File: src/rtl/hfi_pkg.sv
package hfi_pkg;
  localparam int unsigned ADDR_W = 6;

  // register map
  localparam logic [ADDR_W-1:0] ADR_ISTA = 6'h20;
  localparam logic [ADDR_W-1:0] ADR_CMD  = 6'h21;
  localparam logic [ADDR_W-1:0] ADR_RCNT = 6'h25;
  localparam logic [ADDR_W-1:0] ADR_STAT = 6'h27;

  // command bits at ADR_CMD
  localparam int unsigned CMD_RX_RELEASE = 7;
  localparam int unsigned CMD_TX_SEND    = 3;

  // events feeding the status register
  typedef struct packed {
    logic msg_end;
    logic pool_full;
    logic stat_chg;
    logic tx_ready;
  } hfi_evt_t;
endpackage

File: src/rtl/hfi_rst_sync.sv
module hfi_rst_sync #(
  parameter int unsigned STAGES = 2
) (
  input  logic clk,
  input  logic rst_n,
  output logic rst_ns
);
  logic [STAGES-1:0] sync_q;

  always_ff @(posedge clk or negedge rst_n) begin
    if (!rst_n) sync_q <= '0;
    else        sync_q <= {sync_q[STAGES-2:0], 1'b1};
  end

  assign rst_ns = sync_q[STAGES-1];
endmodule

File: src/rtl/hfi_rx_buf.sv
module hfi_rx_buf #(
  parameter int unsigned DW    = 8,
  parameter int unsigned DEPTH = 32
) (
  input  logic             clk,
  input  logic             rst_ns,
  input  logic             rx_valid,
  input  logic [DW-1:0]    rx_data,
  input  logic             rx_last,
  input  logic             rd_en,
  input  logic             release_req,
  input  logic             stat_rd,
  output logic [DW-1:0]    rd_data,
  output logic             pool_full_evt,
  output logic             msg_end_evt,
  output logic [$clog2(DEPTH):0] final_cnt,
  output logic             overflow
);
  localparam int unsigned PTR_W = $clog2(DEPTH);
  localparam int unsigned CNT_W = PTR_W + 1;
  localparam logic [CNT_W-1:0] FULL = CNT_W'(DEPTH);
  localparam logic [CNT_W-1:0] ONE  = CNT_W'(1);

  logic [DW-1:0]    mem_q [DEPTH];
  logic [CNT_W-1:0] cnt_q, cnt_d;
  logic [PTR_W-1:0] rd_ptr_q, rd_ptr_d;
  logic             held_q, held_d;
  logic [CNT_W-1:0] fin_q, fin_d;
  logic             ovf_q, ovf_d;
  logic             push, drop, do_release;

  assign push       = rx_valid & ~held_q;
  assign drop       = rx_valid &  held_q;
  assign do_release = release_req & held_q;

  always_comb begin
    cnt_d    = cnt_q;
    rd_ptr_d = rd_ptr_q;
    held_d   = held_q;
    fin_d    = fin_q;
    ovf_d    = drop | (ovf_q & ~stat_rd);
    if (rd_en) rd_ptr_d = rd_ptr_q + 1'b1;
    if (do_release) begin
      cnt_d    = '0;
      rd_ptr_d = '0;
      held_d   = 1'b0;
    end else if (push) begin
      cnt_d = cnt_q + ONE;
      if (rx_last) begin
        held_d = 1'b1;
        fin_d  = cnt_q + ONE;
      end else if (cnt_q == FULL - ONE) begin
        held_d = 1'b1;
      end
    end
  end

  always_ff @(posedge clk or negedge rst_ns) begin
    if (!rst_ns) begin
      cnt_q    <= '0;
      rd_ptr_q <= '0;
      held_q   <= 1'b0;
      fin_q    <= '0;
      ovf_q    <= 1'b0;
    end else begin
      cnt_q    <= cnt_d;
      rd_ptr_q <= rd_ptr_d;
      held_q   <= held_d;
      fin_q    <= fin_d;
      ovf_q    <= ovf_d;
    end
  end

  // storage: write enable only, no reset
  always_ff @(posedge clk) begin
    if (push) mem_q[cnt_q[PTR_W-1:0]] <= rx_data;
  end

  assign rd_data       = mem_q[rd_ptr_q];
  assign pool_full_evt = push & ~rx_last & (cnt_q == FULL - ONE);
  assign msg_end_evt   = push & rx_last;
  assign final_cnt     = fin_q;
  assign overflow      = ovf_q;

  assert_block_full_R2: assert property (@(posedge clk) disable iff (!rst_ns)
    pool_full_evt |=> (held_q && cnt_q == FULL));

  assert_final_count_R3: assert property (@(posedge clk) disable iff (!rst_ns)
    msg_end_evt |=> (held_q && fin_q == cnt_q && fin_q != '0));

  assert_release_R7: assert property (@(posedge clk) disable iff (!rst_ns)
    do_release |=> (rd_ptr_q == '0 && cnt_q == '0 && !held_q));

  assert_drop_R8: assert property (@(posedge clk) disable iff (!rst_ns)
    (drop && !release_req) |=> ($stable(cnt_q) && ovf_q));

  assert_count_bound_R2: assert property (@(posedge clk) disable iff (!rst_ns)
    cnt_q <= FULL);
endmodule

File: src/rtl/hfi_tx_buf.sv
module hfi_tx_buf #(
  parameter int unsigned DW    = 8,
  parameter int unsigned DEPTH = 32
) (
  input  logic          clk,
  input  logic          rst_ns,
  input  logic          wr_en,
  input  logic [DW-1:0] wr_data,
  input  logic          send_req,
  input  logic          tx_ready,
  output logic          tx_valid,
  output logic [DW-1:0] tx_data,
  output logic          tx_last,
  output logic          xpr_evt
);
  localparam int unsigned PTR_W = $clog2(DEPTH);
  localparam int unsigned CNT_W = PTR_W + 1;
  localparam logic [CNT_W-1:0] FULL = CNT_W'(DEPTH);
  localparam logic [CNT_W-1:0] ONE  = CNT_W'(1);

  logic [DW-1:0]    mem_q [DEPTH];
  logic [CNT_W-1:0] wcnt_q, wcnt_d;
  logic [PTR_W-1:0] rptr_q, rptr_d;
  logic             line_q, line_d;
  logic             host_wr, pop, at_last;

  assign host_wr = wr_en & ~line_q & (wcnt_q != FULL);
  assign at_last = ({1'b0, rptr_q} + ONE) == wcnt_q;
  assign pop     = line_q & tx_ready;

  always_comb begin
    wcnt_d  = wcnt_q;
    rptr_d  = rptr_q;
    line_d  = line_q;
    xpr_evt = 1'b0;
    if (host_wr) wcnt_d = wcnt_q + ONE;
    if (send_req && !line_q && wcnt_q != '0) begin
      line_d = 1'b1;
      rptr_d = '0;
    end
    if (pop) begin
      if (at_last) begin
        line_d  = 1'b0;
        wcnt_d  = '0;
        xpr_evt = 1'b1;
      end else begin
        rptr_d = rptr_q + 1'b1;
      end
    end
  end

  always_ff @(posedge clk or negedge rst_ns) begin
    if (!rst_ns) begin
      wcnt_q <= '0;
      rptr_q <= '0;
      line_q <= 1'b0;
    end else begin
      wcnt_q <= wcnt_d;
      rptr_q <= rptr_d;
      line_q <= line_d;
    end
  end

  always_ff @(posedge clk) begin
    if (host_wr) mem_q[wcnt_q[PTR_W-1:0]] <= wr_data;
  end

  assign tx_valid = line_q;
  assign tx_data  = mem_q[rptr_q];
  assign tx_last  = line_q & at_last;

  assert_write_cap_R9: assert property (@(posedge clk) disable iff (!rst_ns)
    wcnt_q <= FULL);

  assert_read_inside_R10: assert property (@(posedge clk) disable iff (!rst_ns)
    line_q |-> ({1'b0, rptr_q} < wcnt_q));

  assert_host_locked_R11: assert property (@(posedge clk) disable iff (!rst_ns)
    (line_q && !tx_ready) |=> (line_q && $stable(wcnt_q) && $stable(rptr_q)));

  assert_handback_R11: assert property (@(posedge clk) disable iff (!rst_ns)
    xpr_evt |=> (!line_q && wcnt_q == '0));
endmodule

File: src/rtl/hfi_irq_reg.sv
module hfi_irq_reg
  import hfi_pkg::*;
(
  input  logic     clk,
  input  logic     rst_ns,
  input  hfi_evt_t evt,
  input  logic     ista_rd,
  output logic [7:0] ista,
  output logic     irq
);
  logic [7:0] ista_q, ista_d, set_vec;

  assign set_vec = {evt.msg_end, evt.pool_full, evt.stat_chg, evt.tx_ready, 4'b0000};

  always_comb begin
    ista_d = ista_q;
    if (ista_rd) ista_d = '0;
    ista_d = ista_d | set_vec;
  end

  always_ff @(posedge clk or negedge rst_ns) begin
    if (!rst_ns) ista_q <= '0;
    else         ista_q <= ista_d;
  end

  assign ista = ista_q;
  assign irq  = |ista_q;

  assert_read_clears_R5: assert property (@(posedge clk) disable iff (!rst_ns)
    (ista_rd && set_vec == '0) |=> (ista_q == '0));

  assert_event_kept_R5: assert property (@(posedge clk) disable iff (!rst_ns)
    (|set_vec) |=> irq);

  assert_low_nibble_R4: assert property (@(posedge clk) disable iff (!rst_ns)
    ista_q[3:0] == 4'b0000);
endmodule

File: src/rtl/hdlc_host_fifo_if.sv
module hdlc_host_fifo_if
  import hfi_pkg::*;
#(
  parameter int unsigned DW    = 8,
  parameter int unsigned DEPTH = 32
) (
  input  logic              clk,
  input  logic              rst_n,
  input  logic              bus_sel,
  input  logic              bus_we,
  input  logic [ADDR_W-1:0] bus_addr,
  input  logic [DW-1:0]     bus_wdata,
  output logic [DW-1:0]     bus_rdata,
  output logic              irq,
  input  logic              rx_valid,
  input  logic [DW-1:0]     rx_data,
  input  logic              rx_last,
  input  logic              rsc_pulse,
  input  logic              tx_ready,
  output logic              tx_valid,
  output logic [DW-1:0]     tx_data,
  output logic              tx_last
);
  localparam int unsigned CNT_W = $clog2(DEPTH) + 1;

  logic              rst_ns;
  logic              in_win, rd_acc, wr_acc;
  logic              win_rd, win_wr, ista_rd, stat_rd, cmd_wr;
  logic [DW-1:0]     rx_rd_data;
  logic              pool_full_evt, msg_end_evt, xpr_evt, ovf;
  logic [CNT_W-1:0]  final_cnt;
  logic [7:0]        ista;
  hfi_evt_t          evt;

  hfi_rst_sync #(.STAGES(2)) u_rst (
    .clk    (clk),
    .rst_n  (rst_n),
    .rst_ns (rst_ns)
  );

  assign in_win  = bus_addr < ADDR_W'(DEPTH);
  assign rd_acc  = bus_sel & ~bus_we;
  assign wr_acc  = bus_sel &  bus_we;
  assign win_rd  = rd_acc & in_win;
  assign win_wr  = wr_acc & in_win;
  assign ista_rd = rd_acc & (bus_addr == ADR_ISTA);
  assign stat_rd = rd_acc & (bus_addr == ADR_STAT);
  assign cmd_wr  = wr_acc & (bus_addr == ADR_CMD);

  hfi_rx_buf #(.DW(DW), .DEPTH(DEPTH)) u_rx (
    .clk           (clk),
    .rst_ns        (rst_ns),
    .rx_valid      (rx_valid),
    .rx_data       (rx_data),
    .rx_last       (rx_last),
    .rd_en         (win_rd),
    .release_req   (cmd_wr & bus_wdata[CMD_RX_RELEASE]),
    .stat_rd       (stat_rd),
    .rd_data       (rx_rd_data),
    .pool_full_evt (pool_full_evt),
    .msg_end_evt   (msg_end_evt),
    .final_cnt     (final_cnt),
    .overflow      (ovf)
  );

  hfi_tx_buf #(.DW(DW), .DEPTH(DEPTH)) u_tx (
    .clk      (clk),
    .rst_ns   (rst_ns),
    .wr_en    (win_wr),
    .wr_data  (bus_wdata),
    .send_req (cmd_wr & bus_wdata[CMD_TX_SEND]),
    .tx_ready (tx_ready),
    .tx_valid (tx_valid),
    .tx_data  (tx_data),
    .tx_last  (tx_last),
    .xpr_evt  (xpr_evt)
  );

  assign evt.msg_end   = msg_end_evt;
  assign evt.pool_full = pool_full_evt;
  assign evt.stat_chg  = rsc_pulse;
  assign evt.tx_ready  = xpr_evt;

  hfi_irq_reg u_irq (
    .clk     (clk),
    .rst_ns  (rst_ns),
    .evt     (evt),
    .ista_rd (ista_rd),
    .ista    (ista),
    .irq     (irq)
  );

  always_comb begin
    bus_rdata = '0;
    if (rd_acc) begin
      if (in_win)                      bus_rdata = rx_rd_data;
      else if (bus_addr == ADR_ISTA)   bus_rdata = DW'(ista);
      else if (bus_addr == ADR_RCNT)   bus_rdata = DW'(final_cnt);
      else if (bus_addr == ADR_STAT)   bus_rdata = DW'(ovf);
    end
  end

  assert_status_change_R6: assert property (@(posedge clk) disable iff (!rst_ns)
    rsc_pulse |=> ista[5]);
endmodule

File: config.mk
export PLATFORM = sky130hd
export DESIGN_NAME = hdlc_host_fifo_if
export DESIGN_NICKNAME = d
export VERILOG_FILES = /design/src/rtl/hfi_pkg.sv /design/src/rtl/hfi_rst_sync.sv /design/src/rtl/hfi_rx_buf.sv /design/src/rtl/hfi_tx_buf.sv /design/src/rtl/hfi_irq_reg.sv /design/src/rtl/hdlc_host_fifo_if.sv
export SDC_FILE = /design/constraint.sdc
export NUM_CORES = 1
export LEC_CHECK = 0
export BUFFER_PORTS_ARGS = -buffer_cell sky130_fd_sc_hd__clkbuf_2
export CELL_PAD_IN_SITES_DETAIL_PLACEMENT = 0
export CELL_PAD_IN_SITES_GLOBAL_PLACEMENT = 1
export CORE_UTILIZATION = 45
export CTS_BUF_LIST = sky130_fd_sc_hd__clkbuf_16
export DETAILED_ROUTE_END_ITERATION = 8
export PLACE_DENSITY_LB_ADDON = 0.12
export SYNTH_ARGS = -nofsm -noshare
export SYNTH_HDL_FRONTEND = slang
export SYNTH_SLANG_ARGS = --single-unit
export TNS_END_PERCENT = 10
File: constraint.sdc
create_clock -name clk -period 2.3 [get_ports clk]
set_clock_uncertainty 0.05 [all_clocks]
set_input_delay 0.115 -clock clk [delete_from_list [all_inputs] [get_ports clk]]
set_output_delay 0.115 -clock clk [all_outputs]
set_load 0.005 [all_outputs]
; After elaboration in Yosys (flattened, before gate mapping)
; Memory sizes are Yosys's and may differ from the RTL's.
; Index checks and enable logic that the tools add are counted.
[classes]
n_addsub = 5
order_cmp = 1
eq_ne = 7
muxes = 29
n_bitwise = 28
n_reduce_logical = 10
[op_table]
columns = op, n
row1 = $mux W6, 6
row2 = $mux W8, 4
row3 = $mux W5, 5
row4 = $eq A6 B6 Y1 const B, 4
row5 = $and A1 B1 Y1, 20
row6 = $mux W1, 14
row7 = $add A6 B1 Y6 const B, 2
row8 = $add A5 B1 Y5 const B, 2
row9 = $or A8 B8 Y8, 1
row10 = $reduce_or A8 Y1, 1
row11 = $add A5 B1 Y6 const B, 1
row12 = $eq A6 B5 Y1 const B, 1
row13 = $eq A6 B6 Y1, 1
row14 = $lt A6 B6 Y1 const B, 1
row15 = $ne A6 B6 Y1 const B, 1
row16 = $not A1 Y1, 6
row17 = $reduce_bool A6 Y1, 1
row18 = $reduce_bool A2 Y1, 2
row19 = $reduce_and A3 Y1, 1
row20 = $reduce_bool A3 Y1, 1
row21 = $logic_and A1 B1 Y1, 2
row22 = $reduce_and A2 Y1, 1
row23 = $logic_not A1 Y1, 1
row24 = $or A1 B1 Y1, 1
[totals]
regBits = 41
ramBits = 512
in_bits = 30
output_inout_bits = 19
word_cells = 92
n_memories = 2
[mem_list]
columns = memory, words, width, rd, rd_clocked_by_memory_dff, write_ports, line_no
row1 = u_rx.mem_q, 32, 8, 1, 0, 1, hfi_rx_buf.sv:24  ; logic [DW-1:0] mem_q [DEPTH];
row2 = u_tx.mem_q, 32, 8, 1, 0, 1, hfi_tx_buf.sv:21  ; logic [DW-1:0] mem_q [DEPTH];

; Logic depth before layout (Yosys ltp)
[logic_depth]
depth_word = 8
mapped_depth = 8
ltp_nobuf = 6

; Hierarchy
; Synthesis repeated with hierarchy kept, for this count alone.
[unflattened]
hier_cells = 1132
area_unflattened_um2 = 22132.5
[modules_own_cells]
columns = module, n_inst, cells_each, area_per_inst_um2, seq_area_each_um2
row1 = hfi_rx_buf, 1, 566, 10836.6, 8162.8
row2 = hfi_tx_buf, 1, 512, 10770.3, 7987.7
row3 = hdlc_host_fifo_if, 1, 36, 295.3, 0.0
row4 = hfi_irq_reg, 1, 15, 176.4, 100.1
row5 = hfi_rst_sync, 1, 3, 53.8, 50.0

; Worst setup path after synthesis
; No wires, ideal clock.
[synth_timing]
path_kind = register to register
from = reg u_tx.line_q (netlist: u_tx.tx_valid)
to = mem u_tx.mem_q[23][0] (enable)
setup_ns = 0.385
t_arrival_ns = 1.683
t_required_ns = 1.865
setup_slack_ns = 0.182
stages_incl_launch_ff = 4
path_buffers = 0
period_less_slack_ns = 2.118
path_cell_list = dfrtp_1 nand4bb_1 or2_2 nor3b_1
[synth_between]
elab_chain_len = 5
[synth_rtl]
columns = item, line_no
row1 = start: declaration, hfi_tx_buf.sv:24  ; logic line_q, line_d;
row2 = start signal: assignment, hfi_tx_buf.sv:60  ; line_q <= line_d;
row3 = $not A1 Y1, hfi_tx_buf.sv:27  ; assign host_wr = wr_en & ~line_q & (wcnt_q != FULL);
row4 = $and A1 B1 Y1 (2 in a row), hfi_tx_buf.sv:27
row5 = $mux W1, hfi_tx_buf.sv:65  ; if (host_wr) mem_q[wcnt_q[PTR_W-1:0]] <= wr_data;
row6 = $mux W1 (implied by the code), hfi_tx_buf.sv:65
row7 = end: declaration, hfi_tx_buf.sv:21
; No other way between the ends.

; Worst setup path in the final report
[layout_timing]
from = reg u_rx.rd_ptr_q[0]
to = out bus_rdata[6]
[layout_between]
elab_chain_len = 3
[layout_rtl]
columns = item, line_no
row1 = start: declaration, hfi_rx_buf.sv:26  ; logic [PTR_W-1:0] rd_ptr_q, rd_ptr_d;
row2 = start signal: assignment, hfi_rx_buf.sv:67  ; rd_ptr_q <= rd_ptr_d;
row3 = $mem_v2 Z32 W8, --
row4 = $mux W8, hdlc_host_fifo_if.sv:96  ; if (in_win) bus_rdata = rx_rd_data;
row5 = $mux W8, hdlc_host_fifo_if.sv:95  ; if (rd_acc) begin
row6 = end: declaration, hdlc_host_fifo_if.sv:13  ; output logic [DW-1:0] bus_rdata,
; No other way between the ends.

==> out/results.tsv <==
metric	value	unit
run status	complete, but fails checks	
failing checks	negative setup slack	
cell area after synthesis	22100	µm²
fin nets	1436	
largest net degree at the start of global routing	34	
DIE AREA	50000	µm²
vias	11900	
mean post-synth cell area	18.7	µm²
critical path required time	2.13	ns
synth top area cells	edfxtp_1 70%, mux4_2 11%, dfrtp_1 4.2%	
Seq cells post-synth	549	
ys async rst share	6.74	%
Worst Tran Pin Value	0.803	ns
Post-Syn Instances	1184	
crit path max fanout	8	
final instance area	26500	µm²
peak supply drop	0.698	mV
CP max stage cell	mux4_2	
Critical Path AT	2.79	ns
later-pin clock latency in the skew report	0.61	ns
Yosys top cell by area	edfxtp_1	
io pins	49	
area added between synthesis and finish	19.8	%
sequential area share after synthesis	73.7	%
Setup WS post-layout	-0.651	ns
Setup TNS Final	-9.08	ns
pwr/cell area	1110	nW/µm²
# rows	80	
Rel. slew slack	46.5	%
critical path type	flop to primary output	
Die W	224	µm
DP Area	24100	µm²
CTS Buf Count	57	
HP Class	input pin to flop	
Yosys Warn Count	0	
first-pass GRT wire length	80.5	mm
min Tclk post-route	2.95	ns
H-tree depth	2	
clk root buf	clkbuf_16	
number of max-cap violations	0	
I/O Buffers	48	
All-Layer GR Usage	22.4	%
WHS Path Cells	4	
Post-Route WL	54.8	mm
Post-DP HPWL	36.0	mm
worst-path cell chain	buf_6, buf_12, mux4_2, mux2_4, a21oi_4, o21ai_2, a32o_2, clkbuf_2	
initial core utilization	45.9	%
Synth Net Count	1224	
post-route ant nets	0	
most frequent cell after synthesis	edfxtp_1	
endpoint class of the critical path	primary output	
CORE AREA	48100	µm²
CTS tree	yes	
Final setup viols	17	
P_leak	8.93	nW
max-slew violation count	0	
fin crit share	128	%
Post-synth top cells	512 x edfxtp_1, 108 x mux4_2, 85 x nor2_1	
top-area cell type share of the netlist area	69.5	%
CP max stage delay	0.49	ns
Die H	224	µm
Power, Total	29.5	mW
1st-pass router iterations	5	
layout cells sized above 1	31.3	%
Final Wtd Congestion	0.868	
initial antenna violation count	0	
RSZ-0062 raised after global routing	yes	
Post-synth EDFFs	512	
vias per std cell	5.67	
count of cell types in the netlist	61	
worst reg2reg path depth	7	
Reg clk slew, reported paths	0.06	ns
GR Overflow Total	0	
vias in the first global route	12000	
fin cells	2098	
startpoint types	flop	
Starting DRT DRC Count	849	
Synth Flop Type	edfxtp_1	
worst-case clock buffer depth	3	
Max Fclk	339	MHz
DRC viols	0	
number of clock sinks	549	
final hold vios	0	
Placed Instances	1970	
wire length per cell	26.1	µm
## what timing repair did
item	CTS	global route
buffers inserted	3	10
gates resized for setup	44	26
hold buffers	9	0
hold endpoints to repair	18	0
gates cloned	2	0
pin swaps	6	11
setup endpoints to repair	17	30
## layout by cell type (no fill, tap or decap), types with 11 or more instances in the layout
cell,count
buf_12,15
nor2_1,84
clkbuf_16,58
buf_4,140
mux2i_1,62
o221ai_1,23
o211ai_1,15
edfxtp_1,512
clkbuf_2,46
nand3_1,25
clkinv_1,15
nand2_1,43
dfrtp_1,32
or3_1,13
mux4_2,108
inv_1,22
nand2b_1,11
xnor2_1,12
## cell type report
cell class	count	area, µm²
fillers	3787	21700
flip-flops and latches	549	16300
multi-input cells	556	5640
repair buffers	220	1800
clock buffers	58	1450
well taps	656	821
clock inverters	46	413
inverters	12	48.8
diodes	1	2.50
## cell families after synthesis
family,synth area share [%]
AO/OA/AOI/OAI,3.89
XOR/XNOR,0.792
adder cells (fa/ha/maj),0.566
buffers and inverters,1.79
flip-flops,73.7
multiplexers,14.1
other,0.0170
AND/OR/NAND/NOR,5.15
## worst max-delay path: cells and delay by family (launching register included)
kind                   cells  cell delay [ns]
muxes                      2             0.80
AOI/OAI and AO/OA          3             0.51
DFF                        1             0.48
buffers and inverters      3             0.39
## through the flow
stage / hold WS [ns] / util [%] / worst slack, ns
after floorplan: -0.231 / - / 0.182
after global placement: -0.147 / 50.0 / -0.0373
after detailed placement: -0.144 / 50.0 / -0.0324
after CTS: 0.0498 / 54.6 / -0.673
after global routing: 0.113 / 55.0 / -0.705
final: 0.0867 / 55.0 / -0.651
## report_power, final
group | leakage (nW) | internal, mW | switching [mW]
Clock | 0.957 | 5.43 | 3.72
Combinational | 2.93 | 4.26 | 4.59
Sequential | 5.04 | 11.2 | 0.365
Total | 8.93 | 20.8 | 8.67
## worst paths after layout
path	from	end	slack, ns
max in group asynchronous	u_rst.sync_q[1]	u_irq.ista[4]	1.31
max	u_rx.rd_ptr_q[0]	bus_rdata[6]	-0.65
max reg2reg	u_tx.rptr_q[0]	u_irq.ista[4]	0.07
min	bus_addr[2]	u_irq.ista[5]	0.09
min in group asynchronous	u_rst.sync_q[1]	u_rx.final_cnt[3]	0.26
min reg2reg	u_rst.sync_q[1]	u_rx.final_cnt[3]	0.26
## per-layer routing
layer | up-vias | wire length, µm | global-route usage [%]
met3 | 78 | 2770 | 3.00
li1 | 5243 | - | -
met1 | 6248 | 23400 | 30.6
met5 | - | 0 | 0
met4 | 0 | 1360 | 6.85
met2 | 333 | 27300 | 37.5
## registers in the layout, summed over array words and instances, names as in the netlist
name / cells
u_rx.final_cnt: 6
u_tx.wcnt_q: 6
u_rx.rd_ptr_q: 5
u_tx.tx_valid: 1
u_rx.mem_q: 256
u_rx.cnt_q: 6
u_irq.ista: 4
u_tx.mem_q: 256
u_rx.held_q: 1
u_tx.rptr_q: 5
u_rst.sync_q: 2
u_rx.overflow: 1
No activity file was read; power rests on OpenSTA's default activity.
